$ cat config.mk
export PLATFORM = sky130hd
export DESIGN_NAME = boot_mode_sense
export DESIGN_NICKNAME = d
export VERILOG_FILES = /design/src/rtl/boot_sense_pkg.sv /design/src/rtl/bs_sync.sv /design/src/rtl/bs_hold_cnt.sv /design/src/rtl/bs_mode_latch.sv /design/src/rtl/boot_mode_sense.sv
export SDC_FILE = /design/constraint.sdc
export NUM_CORES = 1
export LEC_CHECK = 0
export BUFFER_PORTS_ARGS = -buffer_cell sky130_fd_sc_hd__buf_2
export CORE_MARGIN = 2
export CORE_UTILIZATION = 40
export DETAILED_ROUTE_END_ITERATION = 8
export HOLD_SLACK_MARGIN = 0.15
export PLACE_DENSITY = 0.68
export SETUP_SLACK_MARGIN = 0.15
export SLEW_MARGIN = 40
export SYNTH_ARGS = -nofsm -noshare
export SYNTH_HDL_FRONTEND = slang
export SYNTH_SLANG_ARGS = --single-unit
$ cat constraint.sdc
create_clock -name clk_i -period 1.35 [get_ports clk_i]
set_clock_uncertainty 0.15 [all_clocks]
set_input_delay 0.27 -clock clk_i [delete_from_list [all_inputs] [get_ports clk_i]]
set_output_delay 0.27 -clock clk_i [all_outputs]
set_load 0.01 [all_outputs]
$ cat src/rtl/boot_sense_pkg.sv
package boot_sense_pkg;

   typedef enum logic {
      BOOT_NORMAL = 1'b0,
      BOOT_HOST   = 1'b1
   } boot_mode_e;

   function automatic int cnt_width(input int max_val);
      return (max_val < 2) ? 1 : $clog2(max_val + 1);
   endfunction

endpackage

$ cat src/rtl/bs_sync.sv
module bs_sync #(
   parameter int   STAGES   = 2,
   parameter logic INIT_VAL = 1'b0
) (
   input  logic clk_i,
   input  logic por_ni,
   input  logic d_i,
   output logic q_o
);

   generate
      if (STAGES < 2) begin : g_bad_stages
         $error("bs_sync: STAGES must be at least 2");
      end
   endgenerate

   logic [STAGES-1:0] chain_q;

   generate
      for (genvar s = 0; s < STAGES; s++) begin : g_stage
         if (s == 0) begin : g_first
            always_ff @(posedge clk_i or negedge por_ni) begin
               if (!por_ni) chain_q[0] <= INIT_VAL;
               else         chain_q[0] <= d_i;
            end
         end else begin : g_next
            always_ff @(posedge clk_i or negedge por_ni) begin
               if (!por_ni) chain_q[s] <= INIT_VAL;
               else         chain_q[s] <= chain_q[s-1];
            end
         end
      end
   endgenerate

   assign q_o = chain_q[STAGES-1];

endmodule

$ cat src/rtl/bs_hold_cnt.sv
module bs_hold_cnt
   import boot_sense_pkg::*;
#(
   parameter int RST_CYC  = 2,
   parameter int HOST_CYC = 10
) (
   input  logic clk_i,
   input  logic por_ni,
   input  logic tick_i,
   input  logic rst_s_i,
   output logic qual_o,
   output logic long_o
);

   localparam int CNT_MAX = HOST_CYC + 1;
   localparam int CW      = cnt_width(CNT_MAX);

   generate
      if (RST_CYC < 1) begin : g_bad_rst
         $error("bs_hold_cnt: RST_CYC must be at least 1");
      end
      if (HOST_CYC < RST_CYC) begin : g_bad_host
         $error("bs_hold_cnt: HOST_CYC must not be below RST_CYC");
      end
   endgenerate

   logic [CW-1:0] cnt_q;
   logic          at_max;

   assign at_max = (cnt_q == CW'(CNT_MAX));

   always_ff @(posedge clk_i or negedge por_ni) begin
      if (!por_ni)             cnt_q <= '0;
      else if (!rst_s_i)       cnt_q <= '0;
      else if (tick_i && !at_max) cnt_q <= cnt_q + 1'b1;
   end

   assign qual_o = (cnt_q >= CW'(RST_CYC));
   assign long_o = at_max;

   // a saturated count stays put while the request is held
   a_r9_no_wrap: assert property (@(posedge clk_i) disable iff (!por_ni)
      (at_max && rst_s_i) |=> at_max);

   // a released request empties the count
   a_r8_cnt_clear: assert property (@(posedge clk_i) disable iff (!por_ni)
      !rst_s_i |=> (cnt_q == '0));

   // the count only moves on a tick
   a_r2_tick_only: assert property (@(posedge clk_i) disable iff (!por_ni)
      (rst_s_i && !tick_i) |=> $stable(cnt_q));

endmodule

$ cat src/rtl/bs_mode_latch.sv
module bs_mode_latch
   import boot_sense_pkg::*;
(
   input  logic       clk_i,
   input  logic       por_ni,
   input  logic       rst_s_i,
   input  logic       psen_s_ni,
   input  logic       qual_i,
   input  logic       long_i,
   output boot_mode_e mode_o,
   output logic       dev_rst_o
);

   logic       rst_d_q;
   logic       psen_d_q;
   logic       host_req_q;
   logic       dev_rst_q;
   boot_mode_e mode_q;
   logic       psen_fall;
   logic       rst_fall;

   assign psen_fall = psen_d_q && !psen_s_ni;
   assign rst_fall  = rst_d_q && !rst_s_i;

   always_ff @(posedge clk_i or negedge por_ni) begin
      if (!por_ni) begin
         rst_d_q  <= 1'b0;
         psen_d_q <= 1'b1;
      end else begin
         rst_d_q  <= rst_s_i;
         psen_d_q <= psen_s_ni;
      end
   end

   always_ff @(posedge clk_i or negedge por_ni) begin
      if (!por_ni)                  host_req_q <= 1'b0;
      else if (!rst_s_i)            host_req_q <= 1'b0;
      else if (psen_fall)           host_req_q <= 1'b1;
   end

   always_ff @(posedge clk_i or negedge por_ni) begin
      if (!por_ni) begin
         mode_q <= BOOT_NORMAL;
      end else if (rst_fall && qual_i) begin
         mode_q <= (host_req_q && long_i) ? BOOT_HOST : BOOT_NORMAL;
      end
   end

   always_ff @(posedge clk_i or negedge por_ni) begin
      if (!por_ni) dev_rst_q <= 1'b0;
      else         dev_rst_q <= rst_s_i && qual_i;
   end

   assign mode_o    = mode_q;
   assign dev_rst_o = dev_rst_q;

   // mode moves only at the release of a qualifying reset
   a_r8_mode_hold: assert property (@(posedge clk_i) disable iff (!por_ni)
      !(rst_fall && qual_i) |=> $stable(mode_q));

   // no pending host request survives a low request
   a_r7_req_clear: assert property (@(posedge clk_i) disable iff (!por_ni)
      !rst_s_i |=> !host_req_q);

   // device reset drops once the request is low
   a_r3_rst_drop: assert property (@(posedge clk_i) disable iff (!por_ni)
      !rst_s_i |=> !dev_rst_q);

   // host mode requires a long hold at release
   a_r5_long_needed: assert property (@(posedge clk_i) disable iff (!por_ni)
      (rst_fall && !long_i) |=> (mode_q == BOOT_NORMAL || $stable(mode_q)));

endmodule

$ cat src/rtl/boot_mode_sense.sv
module boot_mode_sense
   import boot_sense_pkg::*;
#(
   parameter int SYNC_STAGES = 2,
   parameter int RST_CYC     = 2,
   parameter int HOST_CYC    = 10
) (
   input  logic clk_i,
   input  logic por_ni,
   input  logic mc_tick_i,
   input  logic rst_pin_i,
   input  logic psen_pin_ni,
   output logic dev_rst_o,
   output logic host_mode_o
);

   logic       rst_s;
   logic       psen_s_n;
   logic       qual;
   logic       long_hold;
   boot_mode_e mode;

   bs_sync #(.STAGES(SYNC_STAGES), .INIT_VAL(1'b0)) i_rst_sync (
      .clk_i  (clk_i),
      .por_ni (por_ni),
      .d_i    (rst_pin_i),
      .q_o    (rst_s)
   );

   bs_sync #(.STAGES(SYNC_STAGES), .INIT_VAL(1'b1)) i_psen_sync (
      .clk_i  (clk_i),
      .por_ni (por_ni),
      .d_i    (psen_pin_ni),
      .q_o    (psen_s_n)
   );

   bs_hold_cnt #(.RST_CYC(RST_CYC), .HOST_CYC(HOST_CYC)) i_cnt (
      .clk_i   (clk_i),
      .por_ni  (por_ni),
      .tick_i  (mc_tick_i),
      .rst_s_i (rst_s),
      .qual_o  (qual),
      .long_o  (long_hold)
   );

   bs_mode_latch i_latch (
      .clk_i     (clk_i),
      .por_ni    (por_ni),
      .rst_s_i   (rst_s),
      .psen_s_ni (psen_s_n),
      .qual_i    (qual),
      .long_i    (long_hold),
      .mode_o    (mode),
      .dev_rst_o (dev_rst_o)
   );

   assign host_mode_o = (mode == BOOT_HOST);

   // device reset only while the synchronized request is high
   a_r2_rst_follows: assert property (@(posedge clk_i) disable iff (!por_ni)
      dev_rst_o |-> $past(rst_s));

   // outputs are defined once the clear is released
   a_r1_known: assert property (@(posedge clk_i) disable iff (!por_ni)
      !$isunknown({dev_rst_o, host_mode_o}));

endmodule

==> summary.txt <==
Run status: finished clean
All-Layer GR Usage: 0.156
Wire length of the first global-routing pass: 1.49 mm
Synth Warn #: 0
Number of global-route vias before repair: 340
Wire length per cell after detailed routing: 12.7 um
Sequential area share after synthesis: 0.634
Final antenna-violating net count: 0
Buffers on Ports: 6
Vias post-DR: 338
Latest clock arrival within the worst-skew pair: 0.27 ns
Initial core utilization: 0.449
Number of sinks handled by clock tree synthesis: 13
Required arrival time at the worst endpoint: 1.37 ns
R2R setup slack: 0.02 ns
Chip Width: 40.0 um
Total of flip-flops plus latches after synthesis: 13
Peak ir drop on the vdd network: 560 uV
Fin Hold WS: 0.207 ns
Worst Hold Depth: 0
Critical path class: reg -> reg
Diodes inserted: 0
Global route overflow: 0
Crit path arrival time: 1.35 ns
Final Net Count: 64
Post-route total power: 0.760 mW
Clock transition at path regs: 0.07 ns
Final core area utilization: 0.608
Avg Synthesized Cell Area: 13.3 sq um
Core area: 1160 sq um
Post-synthesis cell area: 519 sq um
Initial DRT Pass Iterations: 4
Power per cell area: 1080 nW/um^2
Met1 track utilization from global routing: 0.182
TritonCTS clock tree: yes
Fin. Hold Viols: 0
Maximum number of pins on one net before global-route repair: 14
Transition at the pin with the smallest max-transition slack: 0.278 ns
Initial antenna violation count: 0
RSZ-0062 raised after global routing: true
Post-synthesis instance total: 39
Netlist cell types: 17
Share of final-layout standard cells stronger than drive strength 1: 0.446
Instance count after placement with tap cells included: 59
Routability cong.: 0.777
Met3 layer usage reported by global route: 0.0500
Number of clock buffers inserted by TritonCTS: 3
Type of element launching the critical path: flip-flop
Setup Slack @ Placement: 0.0252 ns
Routed vias/inst: 4.83
Leak pwr: 0.355 nW
Accumulated negative setup slack: 0 ns
Cell taking the most area after synthesis: sky130_fd_sc_hd__dfrtp_1
Capturing element type of the critical path: flip-flop
Share of Yosys cell area claimed by the top area cell type: 0.482
Worst hold path class: reg -> reg
GRT Max-Usage Layer: met2
Fmax: 0.751 GHz
Max-slew violation total from the final report: 0
Top cells by area in the synthesized netlist: sky130_fd_sc_hd__dfrtp_1 48%, sky130_fd_sc_hd__dfstp_2 15%, sky130_fd_sc_hd__ha_1 4.8%
Area growth from synthesis to layout: 35.4%
Die Outline Area: 1600 sq um
Post-layout instance count excluding filler cells: 70
Setup slack of the critical path after layout: 0.0177 ns
Cell at the root of the clock tree: sky130_fd_sc_hd__clkbuf_4
Maximum buffer depth of the clock tree: 2
Final Cell Area: 703 sq um
Worst reg-to-reg path cell count: 4
Routed WL: 886 um
Met2 routing resource usage after global routing: 0.242
Relative max-transition margin: 0.813
Instance area at placement: 579 sq um
Io pins: 7
CTS H-Tree Depth: 1
Placement row count: 12
Period Utilization, post-route: 0.987
Sum of net half-perimeters after detailed placement: 539 um
Max Fanout on Critical Path: 5
Starting DRC count in detailed routing: 8
Die height: 40.0 um
Number of nets produced by synthesis: 46
Setup violations, final: 0
Max cap viols: 0
Post-layout minimum cycle time: 1.33 ns
DRC: 0
## registers in the layout, indices dropped and copies added (netlist names)
register,flops
i_cnt.cnt_q,4
i_latch.dev_rst_o,1
i_latch.host_req_q,1
i_latch.mode_o,1
i_latch.psen_d_q,1
i_latch.rst_d_q,1
i_psen_sync.chain_q,1
i_psen_sync.q_o,1
i_rst_sync.chain_q,1
i_rst_sync.q_o,1
## layout by cell type, fill, tap and decap left out, types with 2 or more instances in the layout
cell type,netlist,routed
sky130_fd_sc_hd__nand2b_1,2,2
sky130_fd_sc_hd__mux2i_1,2,2
sky130_fd_sc_hd__nor2_1,4,4
sky130_fd_sc_hd__clkbuf_4,0,3
sky130_fd_sc_hd__dfrtp_2,0,2
sky130_fd_sc_hd__ha_4,0,2
sky130_fd_sc_hd__dfrtp_1,10,8
sky130_fd_sc_hd__dlygate4sd3_1,0,5
sky130_fd_sc_hd__inv_1,3,2
sky130_fd_sc_hd__dfstp_2,3,3
sky130_fd_sc_hd__buf_4,0,2
sky130_fd_sc_hd__nand2_1,4,3
sky130_fd_sc_hd__buf_2,0,6
## worst max-delay path: stages (launching register included)
cell,delay (ns)
sky130_fd_sc_hd__dfrtp_2,0.48
sky130_fd_sc_hd__ha_4,0.19
sky130_fd_sc_hd__nand3b_4,0.10
sky130_fd_sc_hd__a21oi_2,0.08
sky130_fd_sc_hd__a311oi_2,0.22
## logic make-up (layout without fill, tap and decap cells)
family	after synthesis	count (layout)	synth area share
multiplexers	2	2	0.0386
buffers and inverters	3	20	0.0217
flip-flops	13	13	0.634
adder cells (fa/ha/maj)	2	2	0.0482
AND/OR/NAND/NOR	13	13	0.157
AO/OA/AOI/OAI	5	5	0.0843
XOR/XNOR	1	1	0.0169
## final cells by class
type / count / area [sq um]
inverters: 3 / 11.3
fillers: 79 / 453
multi-input cells: 23 / 221
repair buffers: 13 / 95.1
flip-flops and latches: 13 / 332
well taps: 14 / 17.5
clock buffers: 4 / 26.3
## synth_stat cells
library cell and instances:
sky130_fd_sc_hd__ha_1 2, sky130_fd_sc_hd__a311oi_1 1, sky130_fd_sc_hd__mux2i_1 2, sky130_fd_sc_hd__a21oi_1 1, sky130_fd_sc_hd__a21oi_2 1, sky130_fd_sc_hd__nor4_2 1
sky130_fd_sc_hd__nor2_1 4, sky130_fd_sc_hd__inv_1 3, sky130_fd_sc_hd__nand3b_4 1, sky130_fd_sc_hd__nand2b_1 2, sky130_fd_sc_hd__o21ai_1 1, sky130_fd_sc_hd__xor2_1 1
sky130_fd_sc_hd__nand2_1 4, sky130_fd_sc_hd__dfstp_2 3, sky130_fd_sc_hd__nand4_1 1, sky130_fd_sc_hd__dfrtp_1 10, sky130_fd_sc_hd__o41ai_2 1
## final timing paths
| path | from | end |
|---|---|---|
| worst max-delay path | i_cnt.cnt_q[1]$_DFFE_PN0P_ | i_cnt.cnt_q[1]$_DFFE_PN0P_ |
| worst min-delay path | i_rst_sync.chain_q[0]$_DFF_PN0_ | i_rst_sync.q_o$_DFF_PN0_ |
| worst max register to register | i_cnt.cnt_q[1]$_DFFE_PN0P_ | i_cnt.cnt_q[1]$_DFFE_PN0P_ |
| worst min register to register | i_rst_sync.chain_q[0]$_DFF_PN0_ | i_rst_sync.q_o$_DFF_PN0_ |
| max in group asynchronous | por_ni | i_psen_sync.chain_q[0]$_DFF_PN1_ |
| min in group asynchronous | por_ni | i_cnt.cnt_q[2]$_DFFE_PN0P_ |
## routing by layer
layer,routed length (um),vias up
li1,-,167
met1,392,159
met2,436,10
met3,39,2
met4,17,0
met5,0,-
## what timing repair did
| item | CTS | global route |
|---|---|---|
| pin swaps | 1 | 0 |
| gates resized for setup | 2 | 5 |
| setup endpoints to repair | 6 | 7 |
| hold buffers | 5 | 0 |
| hold endpoints to repair | 16 | 0 |
| setup buffers | 1 | 1 |
## power breakdown
group,internal [mW],total (mW),switching [mW]
sequential,0.413,0.432,0.0183
combinational,0.0476,0.0912,0.0436
clock,0.115,0.237,0.122
Note: power is estimated with default switching activity, not from simulation.
